<file path="config.mk">
export PLATFORM = sky130hd
export DESIGN_NAME = sd_irq_regs
export DESIGN_NICKNAME = d
export VERILOG_FILES = /design/src/rtl/sd_irq_pkg.sv /design/src/rtl/sd_rise_catch.sv /design/src/rtl/sd_cd_sync.sv /design/src/rtl/sd_flag_bank.sv /design/src/rtl/sd_irq_regs.sv
export SDC_FILE = /design/constraint.sdc
export NUM_CORES = 1
export LEC_CHECK = 0
export ABC_AREA = 1
export ABC_CLOCK_PERIOD_IN_PS = 1000
export BUFFER_PORTS_ARGS = -buffer_cell sky130_fd_sc_hd__clkbuf_2
export CAP_MARGIN = 5
export CORE_AREA = 2 2 55 78
export CTS_BUF_LIST = sky130_fd_sc_hd__clkbuf_16
export CTS_CLUSTER_DIAMETER = 60
export DETAILED_ROUTE_END_ITERATION = 7
export DIE_AREA = 0 0 57 80
export MAX_ROUTING_LAYER = met4
export PLACE_DENSITY = 0.77
export SKIP_CTS_REPAIR_TIMING = 1
export SYNTH_ARGS = -nofsm -noshare
export SYNTH_HDL_FRONTEND = slang
export SYNTH_SLANG_ARGS = --single-unit
</file>
<file path="constraint.sdc">
create_clock -name clk -period 1 [get_ports clk]
set_input_delay 0.05 -clock clk [delete_from_list [all_inputs] [get_ports clk]]
set_output_delay 0.05 -clock clk [all_outputs]
set_load 0.005 [all_outputs]
</file>
<file path="src/rtl/sd_irq_pkg.sv">
package sd_irq_pkg;

  // Word addresses on the register bus
  localparam int unsigned WA_STS1  = 0;
  localparam int unsigned WA_MSK1  = 1;
  localparam int unsigned WA_STS2  = 2;
  localparam int unsigned WA_MSK2  = 3;

  // Word 1 bit positions
  localparam int unsigned B1_RSP   = 0;
  localparam int unsigned B1_DONE  = 2;
  localparam int unsigned B1_REM   = 3;
  localparam int unsigned B1_INS   = 4;
  localparam int unsigned B1_CDLV  = 5;

  // Word 2 bit positions
  localparam int unsigned B2_IDX   = 0;
  localparam int unsigned B2_CRC   = 1;
  localparam int unsigned B2_ENDB  = 2;
  localparam int unsigned B2_DTO   = 3;
  localparam int unsigned B2_ILW   = 4;
  localparam int unsigned B2_ILR   = 5;
  localparam int unsigned B2_RTO   = 6;
  localparam int unsigned B2_DAT0  = 7;
  localparam int unsigned B2_RBRDY = 8;
  localparam int unsigned B2_WBRDY = 9;
  localparam int unsigned B2_BUSY  = 14;
  localparam int unsigned B2_ILA   = 15;

  // Latched positions of each word (also the mask reset value)
  localparam logic [31:0] KEEP1 = (32'd1 << B1_RSP) | (32'd1 << B1_DONE) |
                                  (32'd1 << B1_REM) | (32'd1 << B1_INS);
  localparam logic [31:0] KEEP2 = (32'd1 << B2_IDX) | (32'd1 << B2_CRC) |
                                  (32'd1 << B2_ENDB) | (32'd1 << B2_DTO) |
                                  (32'd1 << B2_ILW) | (32'd1 << B2_ILR) |
                                  (32'd1 << B2_RTO) | (32'd1 << B2_RBRDY) |
                                  (32'd1 << B2_WBRDY) | (32'd1 << B2_ILA);

  // Next flag value: hardware set beats a write-zero clear
  function automatic logic [31:0] flag_next(input logic [31:0] cur,
                                            input logic [31:0] set,
                                            input logic        hit,
                                            input logic [31:0] wdata,
                                            input logic [31:0] keep);
    logic [31:0] clr;
    clr = hit ? ~wdata : 32'd0;
    return (set | (cur & ~clr)) & keep;
  endfunction

  // Any flag pending with its mask bit open
  function automatic logic any_open(input logic [31:0] f1, input logic [31:0] m1,
                                    input logic [31:0] f2, input logic [31:0] m2);
    return (|(f1 & ~m1)) | (|(f2 & ~m2));
  endfunction

endpackage

</file>
<file path="src/rtl/sd_rise_catch.sv">
module sd_rise_catch #(
  parameter int unsigned LANES = 2
) (
  input  logic             clk,
  input  logic             rst_n,
  input  logic [LANES-1:0] lvl_i,
  output logic [LANES-1:0] rise_o
);
  logic [LANES-1:0] prev_q;

  for (genvar g = 0; g < LANES; g++) begin : g_lane
    always_ff @(posedge clk or negedge rst_n) begin
      if (!rst_n) prev_q[g] <= 1'b0;
      else        prev_q[g] <= lvl_i[g];
    end
    assign rise_o[g] = lvl_i[g] & ~prev_q[g];
  end

endmodule

</file>
<file path="src/rtl/sd_cd_sync.sv">
module sd_cd_sync #(
  parameter int unsigned STAGES = 2
) (
  input  logic clk,
  input  logic rst_n,
  input  logic cd_async,
  output logic cd_live,
  output logic ev_ins,
  output logic ev_rem
);
  logic [STAGES-1:0] sync_q;
  logic              last_q;

  always_ff @(posedge clk or negedge rst_n) begin
    if (!rst_n) sync_q <= '0;
    else        sync_q <= {sync_q[STAGES-2:0], cd_async};
  end

  always_ff @(posedge clk or negedge rst_n) begin
    if (!rst_n) last_q <= 1'b0;
    else        last_q <= sync_q[STAGES-1];
  end

  assign cd_live = sync_q[STAGES-1];
  assign ev_ins  =  cd_live & ~last_q;
  assign ev_rem  = ~cd_live &  last_q;

endmodule

</file>
<file path="src/rtl/sd_flag_bank.sv">
module sd_flag_bank #(
  parameter int unsigned  DATA_W = 32,
  parameter logic [31:0]  KEEP   = 32'h0
) (
  input  logic              clk,
  input  logic              rst_n,
  input  logic [DATA_W-1:0] set_i,
  input  logic              hit_i,
  input  logic [DATA_W-1:0] wdata_i,
  output logic [DATA_W-1:0] flags_o
);
  import sd_irq_pkg::*;

  logic [DATA_W-1:0] flags_q;

  always_ff @(posedge clk or negedge rst_n) begin
    if (!rst_n) flags_q <= '0;
    else        flags_q <= flag_next(flags_q, set_i, hit_i, wdata_i, KEEP);
  end

  assign flags_o = flags_q;

endmodule

</file>
<file path="src/rtl/sd_irq_regs.sv">
module sd_irq_regs #(
  parameter int unsigned DATA_W    = 32,
  parameter int unsigned ADDR_W    = 2,
  parameter int unsigned CD_STAGES = 2
) (
  input  logic              clk,
  input  logic              rst_n,
  input  logic              bus_wr,
  input  logic [ADDR_W-1:0] bus_addr,
  input  logic [DATA_W-1:0] bus_wdata,
  output logic [DATA_W-1:0] bus_rdata,
  input  logic              ev_resp_done,
  input  logic              ev_data_done,
  input  logic              err_cmd_idx,
  input  logic              err_crc,
  input  logic              err_end_bit,
  input  logic              err_data_to,
  input  logic              err_ill_wr,
  input  logic              err_ill_rd,
  input  logic              err_rsp_to,
  input  logic              err_ill_acc,
  input  logic              rbuf_full,
  input  logic              wbuf_empty,
  input  logic              cd_pin,
  input  logic              dat0_in,
  input  logic              cmd_busy_in,
  output logic              irq
);
  import sd_irq_pkg::*;

  localparam logic [DATA_W-1:0] K1 = DATA_W'(KEEP1);
  localparam logic [DATA_W-1:0] K2 = DATA_W'(KEEP2);

  // Named internal events
  logic              cd_live, ev_ins, ev_rem;
  logic [1:0]        buf_lvl, buf_rise;
  logic              hit_sts1, hit_sts2, hit_msk1, hit_msk2;
  logic [DATA_W-1:0] set1, set2;
  logic [DATA_W-1:0] flags1_q, flags2_q;
  logic [DATA_W-1:0] mask1_q, mask2_q;
  logic [DATA_W-1:0] live1, live2;
  logic              irq_q;

  sd_cd_sync #(.STAGES(CD_STAGES)) u_cd (
    .clk     (clk),
    .rst_n   (rst_n),
    .cd_async(cd_pin),
    .cd_live (cd_live),
    .ev_ins  (ev_ins),
    .ev_rem  (ev_rem)
  );

  assign buf_lvl = {wbuf_empty, rbuf_full};

  sd_rise_catch #(.LANES(2)) u_buf (
    .clk   (clk),
    .rst_n (rst_n),
    .lvl_i (buf_lvl),
    .rise_o(buf_rise)
  );

  // Bus decode
  assign hit_sts1 = bus_wr && (bus_addr == ADDR_W'(WA_STS1));
  assign hit_msk1 = bus_wr && (bus_addr == ADDR_W'(WA_MSK1));
  assign hit_sts2 = bus_wr && (bus_addr == ADDR_W'(WA_STS2));
  assign hit_msk2 = bus_wr && (bus_addr == ADDR_W'(WA_MSK2));

  // Set vectors
  always_comb begin
    set1           = '0;
    set1[B1_RSP]   = ev_resp_done;
    set1[B1_DONE]  = ev_data_done;
    set1[B1_REM]   = ev_rem;
    set1[B1_INS]   = ev_ins;
  end

  always_comb begin
    set2           = '0;
    set2[B2_IDX]   = err_cmd_idx;
    set2[B2_CRC]   = err_crc;
    set2[B2_ENDB]  = err_end_bit;
    set2[B2_DTO]   = err_data_to;
    set2[B2_ILW]   = err_ill_wr;
    set2[B2_ILR]   = err_ill_rd;
    set2[B2_RTO]   = err_rsp_to;
    set2[B2_RBRDY] = buf_rise[0];
    set2[B2_WBRDY] = buf_rise[1];
    set2[B2_ILA]   = err_ill_acc;
  end

  sd_flag_bank #(.DATA_W(DATA_W), .KEEP(KEEP1)) u_bank1 (
    .clk    (clk),
    .rst_n  (rst_n),
    .set_i  (set1),
    .hit_i  (hit_sts1),
    .wdata_i(bus_wdata),
    .flags_o(flags1_q)
  );

  sd_flag_bank #(.DATA_W(DATA_W), .KEEP(KEEP2)) u_bank2 (
    .clk    (clk),
    .rst_n  (rst_n),
    .set_i  (set2),
    .hit_i  (hit_sts2),
    .wdata_i(bus_wdata),
    .flags_o(flags2_q)
  );

  // Mask words, reset to all-blocked
  always_ff @(posedge clk or negedge rst_n) begin
    if (!rst_n) begin
      mask1_q <= K1;
      mask2_q <= K2;
    end else begin
      if (hit_msk1) mask1_q <= bus_wdata & K1;
      if (hit_msk2) mask2_q <= bus_wdata & K2;
    end
  end

  // Live bits
  always_comb begin
    live1          = '0;
    live1[B1_CDLV] = cd_live;
    live2          = '0;
    live2[B2_DAT0] = dat0_in;
    live2[B2_BUSY] = cmd_busy_in;
  end

  // Read mux
  always_comb begin
    case (bus_addr)
      ADDR_W'(WA_STS1): bus_rdata = flags1_q | live1;
      ADDR_W'(WA_MSK1): bus_rdata = mask1_q;
      ADDR_W'(WA_STS2): bus_rdata = flags2_q | live2;
      default:          bus_rdata = mask2_q;
    endcase
  end

  // Registered interrupt
  always_ff @(posedge clk or negedge rst_n) begin
    if (!rst_n) irq_q <= 1'b0;
    else        irq_q <= any_open(flags1_q, mask1_q, flags2_q, mask2_q);
  end

  assign irq = irq_q;

endmodule

</file>
==> key figures <==
Run status
  – Outcome: finished with violations
  – Violated checks: hold timing, setup timing

Drt
  – DR DRC count: 0
  – Via count: ~1600
  – Post-DR vias/cell: around 4.8
  – Initial DRC count: 34
  – DRT antenna net count: 0
  – Drt pass-1 iters: 4
  – WL/cell: roughly 12 µm
  – Post-Route WL: 4009 µm

Synthesis
  – Avg Synthesized Cell Area: between 7 and 8 µm²
  – #FFs+latches synth: 34
  – Cell with the most instances after synthesis: nand2_1
  – Primary FF master, synth: dfrtp_1
  – Distinct cells, synth: 18
  – Async SR Flop Fraction: between 90% and 100%
  – Post-synth top area share: 29.46%
  – Sequential fraction of the synthesis area: between 50% and 60%
  – Syn. warnings: 0
  – Top cells by area, synth: dfrtp_1, dfstp_2, nand2_1, buf_4, o21ai_0
  – Commonest cells post-synth: nand2_1, inv_1, o21ai_0, buf_4, dfrtp_1
  – Syn Inst Count: around 220
  – Post-Synthesis Cell Area: 0.001699 mm²
  – EDFF count, synth: 0
  – Biggest area consumer among synthesized cells: dfrtp_1

Global routing
  – Antenna violations before repair: 0
  – Vias in the first global route: roughly 1400
  – First-pass GRT wire length: 5940 µm
  – Total GRT Usage: approximately 18%
  – Pin count of the biggest net entering global routing: 22
  – Grt total ovfl: 0

Floorplan
  – Core area: 0.003851 mm²
  – Area of the die: between 0.004 and 0.005 mm²
  – Row cnt: 27
  – Initial cell density of the core: between 40% and 50%
  – Chip width: about 57 µm
  – Io pins: 85
  – Die Height: about 80 µm

Clock tree
  – Clk pin slew, worst setup/hold paths: ~0.05 ns
  – CTS buffer count: 5
  – CTS tree: built
  – CTS Sinks: 34
  – CTS Root Cell: clkbuf_16
  – Clock latency on the worst-skew pair: 0.28 ns
  – H-tree depth: 2
  – CTS Buffer Depth: 2

Flow run
  – # Max-Cap Violations: 0

Power
  – Total power: approximately 4.0 mW
  – LEAKAGE: around 1.3 nW
  – Pwr dens: about 1700 mW/mm²
  – Peak VDD IR: 1.438 mV

Worst setup path
  – Crit start category: register
  – Max FO, Critical Path: 2
  – CP endpoint kind: primary output
  – Slowest CP cell: dfstp_2
  – Critical Path RT: ~0.95 ns
  – CP max stage delay: roughly 0.54 ns
  – Critical path cell sequence: buf_6 -> nand2_2 -> nand4_1 -> clkbuf_2
  – FF-to-FF Start: mask1_q[3]
  – Worst EP arrival: around 1.2 ns
  – Critical path startpoint: mask1_q[3]
  – Setup Crit Path Kind: register to primary output

Placement
  – DP HPWL: around 2800 µm
  – Pre-CTS setup slack: -0.009127 ns
  – Final Wtd Congestion: 0.8753
  – DP Area: ~0.002 mm²
  – PortBufs: 42

Final layout
  – Ant diodes: 0
  – Share of cells above drive strength 1: 33.90%
  – Filler cells: around 350
  – Area of the multi-input gates: between 600 and 700 µm²
  – Reg area: slightly below 900 µm²
  – Layout area overhead: 38.36%
  – Post-route cell area: ~0.0024 mm²
  – Final nets: approximately 340

Timing
  – Fin Setup TNS: -1.449 ns
  – Final period util: 120.8%
  – Tmin final: 1.208 ns
  – Final worst setup slack: -0.2076 ns
  – Final clock skew: 0.002993 ns
  – RSZ-0062 raised after global routing: yes
  – Final setup violation count: 11
  – Fin. Hold Viols: 1
  – Fmax: approximately 830 MHz
  – Pins Over Slew Limit: 0
  – Worst hold margin: -0.02990 ns

Min path
  – Hold WC Path Type: input pin to register
  – Hold Startpoint: err_crc
-- cells in the final DEF (no fill, tap or decap), types with 2 or more instances in the layout --
| cell type | instances |
|---|---|
| conb_1 | 20 |
| nand4_1 | 4 |
| dfrtp_1 | 20 |
| buf_12 | 2 |
| clkbuf_16 | 5 |
| o21ai_2 | 2 |
| inv_1 | 28 |
| o21ai_1 | 10 |
| buf_4 | 14 |
| nand2_1 | 56 |
| buf_6 | 3 |
| buf_2 | 7 |
| a21oi_1 | 6 |
| nand2_2 | 6 |
| nor2_1 | 13 |
| nand3_1 | 3 |
| o21ai_0 | 19 |
| clkbuf_2 | 35 |
| dlygate4sd3_1 | 12 |
| inv_2 | 9 |
| dfstp_2 | 14 |
-- path summary, 6_finish.rpt --
kind / to / slack (ns) / cells after the start
setup / recovery: bus_rdata[3] / -0.21 / 4
hold / removal: u_bank2.flags_o[1] / -0.03 / 3
setup reg to reg: irq / -0.01 / 5
hold reg to reg: u_cd.sync_q[1] / 0.35 / 0
max in group asynchronous: mask1_q[2] / 0.21 / 3
min in group asynchronous: u_bank2.flags_o[8] / 0.27 / 2
-- metrics by stage --
stage,std cells,utilization [%]
global route,335,61.05
CTS,319,56.34
floorplan,234,-
detailed placement,311,52.11
finish,335,61.05
global placement,311,52.11
-- routing by layer --
metal  track usage [%]  vias to the layer above  wire, µm
met5                 -                        -         0
met4             10.00                        0       117
met3             3.728                       11       225
met2             29.54                       57      2041
met1             19.50                      753      1625
li1                  -                      773         -
-- sequential cells by signal (all words and copies together), names as in the netlist --
signal,count
mask2_q,10
u_bank2.flags_o,10
mask1_q,4
u_bank1.flags_o,4
u_buf.prev_q,2
u_cd.sync_q,2
irq,1
u_cd.last_q,1
-- layout make-up --
class | instances | area share (%)
repair buffers | 73 | 21.66
clock inverters | 3 | 1.597
well taps | 43 | 2.288
multi-input cells | 142 | 26.61
flip-flops and latches | 34 | 36.93
clock buffers | 5 | 5.322
inverters | 35 | 5.588
-- cell families (layout without fill, tap and decap cells) --
group	count (synthesis)	count (layout)	share of synthesized area, %
other	1	20	0.2207
AND/OR/NAND/NOR	83	83	19.44
flip-flops	34	34	51.10
buffers and inverters	58	116	17.45
AO/OA/AOI/OAI	39	39	11.78
-- power by group --
group	total [mW]	internal [mW]	switching, mW	leakage (nW)
clock network	1.67	1.15	0.520	0.0864
registers	1.66	1.58	0.0869	0.344
logic	0.690	0.334	0.356	0.825
total	4.03	3.06	0.962	1.26
-- worst max-delay path: cells and delay by family (launching register included) --
family / cells / cell delay, ns
DFF: 1 / 0.54
buffers and inverters: 2 / 0.22
and+or+nand+nor: 2 / 0.12
(Power assumes the default switching activity.)
